**src/rtl/spi_cs_pkg.sv**
```systemverilog
package spi_cs_pkg;
  typedef enum logic {
    CS_MODE_AUTO   = 1'b0,
    CS_MODE_MANUAL = 1'b1
  } cs_mode_e;
endpackage

```
**src/rtl/cs_index_hold.sv**
```systemverilog
module cs_index_hold #(
  parameter int IDX_W = 2
) (
  input  logic             clk,
  input  logic             rst,
  input  logic             busy,
  input  logic [IDX_W-1:0] idx_in,
  output logic [IDX_W-1:0] idx_eff
);
  logic [IDX_W-1:0] idx_q;

  // hold the captured index during a burst, follow the input otherwise
  assign idx_eff = busy ? idx_q : idx_in;

  always_ff @(posedge clk) begin
    if (rst) idx_q <= '0;
    else     idx_q <= idx_eff;
  end

  p_index_hold_r6: assert property (@(posedge clk) disable iff (rst)
    busy |=> (idx_q == $past(idx_q)));
endmodule

```
**src/rtl/cs_assert_sel.sv**
```systemverilog
module cs_assert_sel
  import spi_cs_pkg::*;
(
  input  cs_mode_e mode,
  input  logic     manual_level,
  input  logic     busy,
  output logic     assert_o
);
  always_comb begin
    unique case (mode)
      CS_MODE_MANUAL: assert_o = manual_level;
      default:        assert_o = busy;
    endcase
  end
endmodule

```
**src/rtl/cs_line_decode.sv**
```systemverilog
module cs_line_decode #(
  parameter int NUM_CS = 4,
  parameter int IDX_W  = (NUM_CS > 1) ? $clog2(NUM_CS) : 1
) (
  input  logic              clk,
  input  logic              rst,
  input  logic [IDX_W-1:0]  idx,
  input  logic              assert_i,
  input  logic              active_low,
  output logic [NUM_CS-1:0] lines
);
  for (genvar g = 0; g < NUM_CS; g++) begin : g_line
    logic hit;
    assign hit = assert_i && (idx == IDX_W'(g));
    always_ff @(posedge clk) begin
      if (rst) lines[g] <= active_low;
      else     lines[g] <= hit ? ~active_low : active_low;
    end
  end
endmodule

```
**src/rtl/spi_cs_ctrl.sv**
```systemverilog
module spi_cs_ctrl
  import spi_cs_pkg::*;
#(
  parameter int NUM_CS = 4,
  parameter int IDX_W  = (NUM_CS > 1) ? $clog2(NUM_CS) : 1
) (
  input  logic              clk,
  input  logic              rst,
  input  logic              xfer_busy,
  input  logic [IDX_W-1:0]  cs_sel,
  input  logic              cs_manual,
  input  logic              cs_manual_level,
  input  logic              cs_active_low,
  output logic [NUM_CS-1:0] cs_lines
);
  logic [IDX_W-1:0] idx_eff;
  logic             line_on;
  cs_mode_e         mode;

  assign mode = cs_manual ? CS_MODE_MANUAL : CS_MODE_AUTO;

  cs_index_hold #(.IDX_W(IDX_W)) u_hold (
    .clk(clk), .rst(rst), .busy(xfer_busy), .idx_in(cs_sel), .idx_eff(idx_eff)
  );

  cs_assert_sel u_sel (
    .mode(mode), .manual_level(cs_manual_level), .busy(xfer_busy), .assert_o(line_on)
  );

  cs_line_decode #(.NUM_CS(NUM_CS), .IDX_W(IDX_W)) u_dec (
    .clk(clk), .rst(rst), .idx(idx_eff), .assert_i(line_on),
    .active_low(cs_active_low), .lines(cs_lines)
  );

  // previous-cycle copies of the controls, used only by the assertions
  logic was_rst, prev_al, prev_man, prev_lvl, prev_busy, seen_clk;
  always_ff @(posedge clk) begin
    was_rst   <= rst;
    prev_al   <= cs_active_low;
    prev_man  <= cs_manual;
    prev_lvl  <= cs_manual_level;
    prev_busy <= xfer_busy;
    seen_clk  <= 1'b1;
  end

  always_ff @(posedge clk) begin
    if (seen_clk === 1'b1 && was_rst === 1'b1)
      p_reset_idle_r1: assert (cs_lines == {NUM_CS{prev_al}});
  end

  p_single_line_r3: assert property (@(posedge clk) disable iff (rst || was_rst)
    $countones(cs_lines ^ {NUM_CS{prev_al}}) <= 1);

  p_auto_busy_r2: assert property (@(posedge clk) disable iff (rst || was_rst)
    (!prev_man && prev_busy) |-> (cs_lines != {NUM_CS{prev_al}}));

  p_auto_idle_r7: assert property (@(posedge clk) disable iff (rst || was_rst)
    (!prev_man && !prev_busy) |-> (cs_lines == {NUM_CS{prev_al}}));

  p_manual_off_r4: assert property (@(posedge clk) disable iff (rst || was_rst)
    (prev_man && !prev_lvl) |-> (cs_lines == {NUM_CS{prev_al}}));
endmodule

```
**config.mk**
```make
export PLATFORM = sky130hd
export DESIGN_NAME = spi_cs_ctrl
export DESIGN_NICKNAME = d
export VERILOG_FILES = /design/src/rtl/spi_cs_pkg.sv /design/src/rtl/cs_index_hold.sv /design/src/rtl/cs_assert_sel.sv /design/src/rtl/cs_line_decode.sv /design/src/rtl/spi_cs_ctrl.sv
export SDC_FILE = /design/constraint.sdc
export NUM_CORES = 1
export LEC_CHECK = 0
export BUFFER_PORTS_ARGS = -buffer_cell sky130_fd_sc_hd__buf_4
export CAP_MARGIN = 10
export CORE_AREA = 2 2 39 41
export DETAILED_ROUTE_END_ITERATION = 16
export DIE_AREA = 0 0 41 43
export PLACE_DENSITY = 0.51
export SLEW_MARGIN = 20
export SYNTH_ARGS = -nofsm -noshare
export SYNTH_HDL_FRONTEND = slang
export SYNTH_SLANG_ARGS = --single-unit
```
**constraint.sdc**
```tcl
create_clock -name clk -period 1.1 [get_ports clk]
set_clock_uncertainty 0.1 [all_clocks]
set_input_delay 0.165 -clock clk [delete_from_list [all_inputs] [get_ports clk]]
set_output_delay 0.165 -clock clk [all_outputs]
set_load 0.01 [all_outputs]
```
-- Word-level counts from Yosys, hierarchy flattened
Index checks and enable logic that the tools add are counted.
Widths: inputs -> output; s select.
- add/subtract/negate cells: 0
- multiply operators: 0
- divide/modulo/power cells: 0
- magnitude comparators: 0
- equal/unequal tests: 3
- shifts and indexed selects: 0
- muxes and demuxes: 11
- bitwise logic cells: 1
- reductions and logical operators: 5
- operator list (cell ; number):
    $mux 1 ; 10
    $eq 2x2->1 const B ; 2
    $logic_and 1x1->1 ; 4
    $eq 2x1->1 const B ; 1
    $logic_not 2->1 ; 1
    $mux 2 ; 1
    $not 1->1 ; 1
- register bits after elaboration: 6
- latch bits: 0
- RAM bits: 0
- ROM bits: 0
- bits of input ports: 8
- output and inout port bits: 4
- word-level logic and storage cells: 25
- memories: 0

-- Depth between registers and ports, before layout
- depth in word-level cells: 5
- depth in mapped cells: 4
- gate-level depth less buffers: 4

-- Modules after synthesis
A second synthesis with hierarchy kept.
- cells, all modules: 19
- area total of the unflattened synthesis: 274.0 µm²
- modules (own cells, without submodules) (module ; instances ; cells each ; area each (µm²) ; sequential area each (µm²)):
    cs_line_decode ; 1 ; 12 ; 172.7 ; 80.1
    cs_index_hold ; 1 ; 6 ; 86.3 ; 40.0
    cs_assert_sel ; 1 ; 1 ; 15.0 ; 0.0

-- Worst setup path after synthesis
Ideal clock, no wire load.
- path type: flip-flop to flip-flop
- start: register u_hold.idx_q[1]
- end: register u_dec.lines[0]
- library setup time: 124 ps
- data arrival time: 794 ps
- data required time: 876 ps
- slack: 81 ps
- stages on the path, launching flop included: 5
- path buffers: 0
- period minus slack after synthesis: 1019 ps
- path through: dfxtp_1 > mux2i_1 > and2b_1 > nand2_1 > xnor2_1
- word-level cells in the longest chain between the ends: 5
- ends and longest elaborated chain (what ; line ; text):
    from (decl) ; cs_index_hold.sv:10 ; logic [IDX_W-1:0] idx_q;
    from (signal assigned) ; cs_index_hold.sv:17 ; else idx_q <= idx_eff;
    $mux 2 ; cs_index_hold.sv:13 ; assign idx_eff = busy ? idx_q : idx_in;
    $logic_not 2->1 ; cs_line_decode.sv:14 ; assign hit = assert_i && (idx == IDX_W'(g));
    $logic_and 1x1->1 ; cs_line_decode.sv:14 ;
    $mux 1 ; cs_line_decode.sv:17 ; else lines[g] <= hit ? ~active_low : active_low;
    $mux 1 ; cs_line_decode.sv:16 ; if (rst) lines[g] <= active_low;
    to (signal, indexed assignment) ; cs_line_decode.sv:16 ;
    to (signal, indexed assignment) ; cs_line_decode.sv:17 ;
    to (decl) ; cs_line_decode.sv:10 ; output logic [NUM_CS-1:0] lines
No other way between the ends.
A chain may end at the register's enable or synchronous reset.

-- Worst setup path in the final report
- start: register u_hold.idx_q[1]
- end: register u_dec.lines[1]
- word-level cells in the longest chain between the ends: 5
- ends and longest elaborated chain (what ; line):
    $mux 2 ; cs_index_hold.sv:13
    $eq 2x1->1 ; cs_line_decode.sv:14
    $logic_and 1x1->1 ; cs_line_decode.sv:14
    $mux 1 ; cs_line_decode.sv:17
    $mux 1 ; cs_line_decode.sv:16
No other way between the ends.

==> results_dict.tcl <==
set metrics [dict create \
    postRouteAntennaNets 0 \
    synth_cell_type_count 12 \
    clock_path_buffers 2 \
    critPathKind "flip-flop to flip-flop" \
    dp.cells 53 \
    crit_fanout 2 \
    cap_violations 0 \
    cp_num_buf_inv 0 \
    status "finished, final reports clean" \
    syn_area_um2 244.0 \
    worst_hold_startpoint "rst" \
    cts_buffers 3 \
    n_antenna_cell 0 \
    yosys_warnings 0 \
    nets 51 \
    die_height_um 43 \
    dr.pass1.iters 2 \
    whs_ps 17.45 \
    placementRows 14 \
    num_vias 223 \
    drcViolationCount 0 \
    setup.worst_path.end "u_dec.lines[1]" \
    synth-seq-area-share 0.4923 \
    startpoint "u_hold.idx_q[1]" \
    worst_ep_arrival_time_ps 1090 \
    worstMarginPinSlew_ps 298.8 \
    worst-path-stages 4 \
    routedWlPerCell_um 7.860 \
    crit_family "flip-flops" \
    period_share 0.9697 \
    maxSlewHeadroom 0.8002 \
    cts_tree "built" \
    grtUsageTotal 0.07136 \
    grt_max_degree 6 \
    area_delta_synth_final_pct 56.92 \
    clock_latency_ps 240 \
    fillers 154 \
    p_per_area_nw_per_um2 1370 \
    first_global_vias 217 \
    final_cell_area_um2 382.9 \
    via_per_inst 3.912 \
    required_ps 1120 \
    r2r_cells 4 \
    leakage_nw 0.1655 \
    fmax_mhz 937.5 \
    post_synth_inst_count 26 \
    crit_chain "mux2i_1, and2b_1, nand2_1, xnor2_1" \
    root_buffer "clkbuf_4" \
    place_congestion 0.7198 \
    end_kind "flip-flop" \
    drive_above_1_share 0.3902 \
    worst_path_max_delay_cell "dfxtp_1" \
    final_util 0.2767 \
    grt_first_pass_wirelength_um 772 \
    hold_path_class "primary input to flip-flop" \
    htree_num_levels 1 \
    place_area_um2 350.3 \
    startpoint_type "flip-flop" \
    port_buffers 11 \
    setup_viol 0 \
    rsz0062_at_grt "true" \
    peakVddDrop_mv 0.5552 \
    initial_core_util 0.1763 \
    path_clk_slew_ps 40 \
    antenna_found_initial 0 \
    drtIter0Drc 3 \
    synth_fp_nets 34 \
    reg2reg_from "u_hold.idx_q[1]" \
    clock-sinks 6 \
    drv_slew 0 \
    tns_ps 0 \
    rrSetupSlack_ps 30 \
    ys_ff_latch 6 \
    avgSynthCellArea_um2 9.384 \
    grt_overflow_total 0 \
    cpPeakStageDelay_ps 290 \
    hold_path_depth 2 \
    drt-total-wl_um 448 \
    instances_no_fill 57 \
    die_x_um 41 \
    r2r-end "u_dec.lines[1]" \
    hold_viol 0 \
    die-area_um2 1763 \
    core_um2 1384 \
    pin_count 12 \
    post-route-min-period_ps 1067 \
]
==> registers in the layout (all words and copies together) (netlist names) <==
| register | cells |
|---|---|
| u_hold.idx_q | 2 |
| u_dec.lines | 4 |
==> where the power goes <==
group | internal (mW) | switching [mW]
combinational | 0.0543 | 0.0372
sequential | 0.235 | 0.00462
clock | 0.123 | 0.0704
total | 0.412 | 0.112
==> synth_stat cells <==
cell	count	area [um^2]
buf_1	1	3.750
a21oi_1	1	5.000
mux2i_1	1	10.01
dfxtp_1	6	120.1
o32ai_1	1	8.760
nor2b_1	1	6.260
and2b_1	1	7.510
nand2b_1	2	12.51
xnor2_1	4	35.03
o22ai_1	1	6.260
nand2_1	6	22.52
nor2_2	1	6.260
==> kinds of logic (layout without fill, tap and decap cells) <==
kind of cell              Yosys count  count (layout)  synth area share
xor gates and xnor gates            4               4            0.1436
and+or+nand+nor                    11              11            0.2257
muxes                               1               1           0.04103
buffers and inverters               1              16           0.01537
DFF                                 6               6            0.4923
AOI/OAI and AO/OA                   3               3           0.08205
==> how the worst min path moves through the flow <==
| stage | to | slack, ps |
|---|---|---|
| final | u_hold.idx_q[1] | 20 |
| after global routing | u_hold.idx_q[1] | 2 |
| after CTS | u_hold.idx_q[0] | 3 |
| after detailed placement | u_hold.idx_q[0] | 250 |
| after global placement | u_hold.idx_q[0] | 250 |
| after floorplan | u_hold.idx_q[0] | 130 |
==> per-layer routing <==
layer  part of all wire  routed length, um  global-route usage  vias up
li1                   -                  -                   -      116
met1               0.40                178             0.06452      101
met2               0.51                227              0.1031        6
met3              0.096                 43             0.09424        0
met4                  0                  0                   0        0
met5                  0                  0                   0        -
==> timing repair <==
item / 4_1_cts / 5_1_grt
hold buffers: 0 / 1
hold endpoints to repair: 0 / 1
gates resized for setup: 0 / 0
buffers inserted: 0 / 0
endpoints found under the setup margin: 0 / 2
==> placed cells by master (no fill, tap or decap), drive strengths merged <==
cell / n
o32ai: 1
a21oi: 1
nand2b: 2
clkbuf: 3
xnor2: 4
and2b: 1
dfxtp: 6
dlygate4sd3: 1
nand2: 6
nor2b: 1
o22ai: 1
mux2i: 1
nor2: 1
buf: 12
==> layout make-up <==
class / instances / area (um^2) / share of cell area
clock buffers: 3 / 22.52 / 0.05882
well taps: 16 / 20.02 / 0.05229
multi-input cells: 19 / 120.1 / 0.3137
repair buffers: 13 / 100.1 / 0.2614
flip-flops and latches: 6 / 120.1 / 0.3137
==> through the flow <==
step,power (mW),setup slack (ps)
after floorplan,0.2852,81.24
after global placement,0.3337,-19.86
after detailed placement,0.3342,-10.46
after CTS,0.5350,23.43
after global routing,0.5675,-44.37
final,0.5246,33.29
Power figures use the tool's default switching activity.
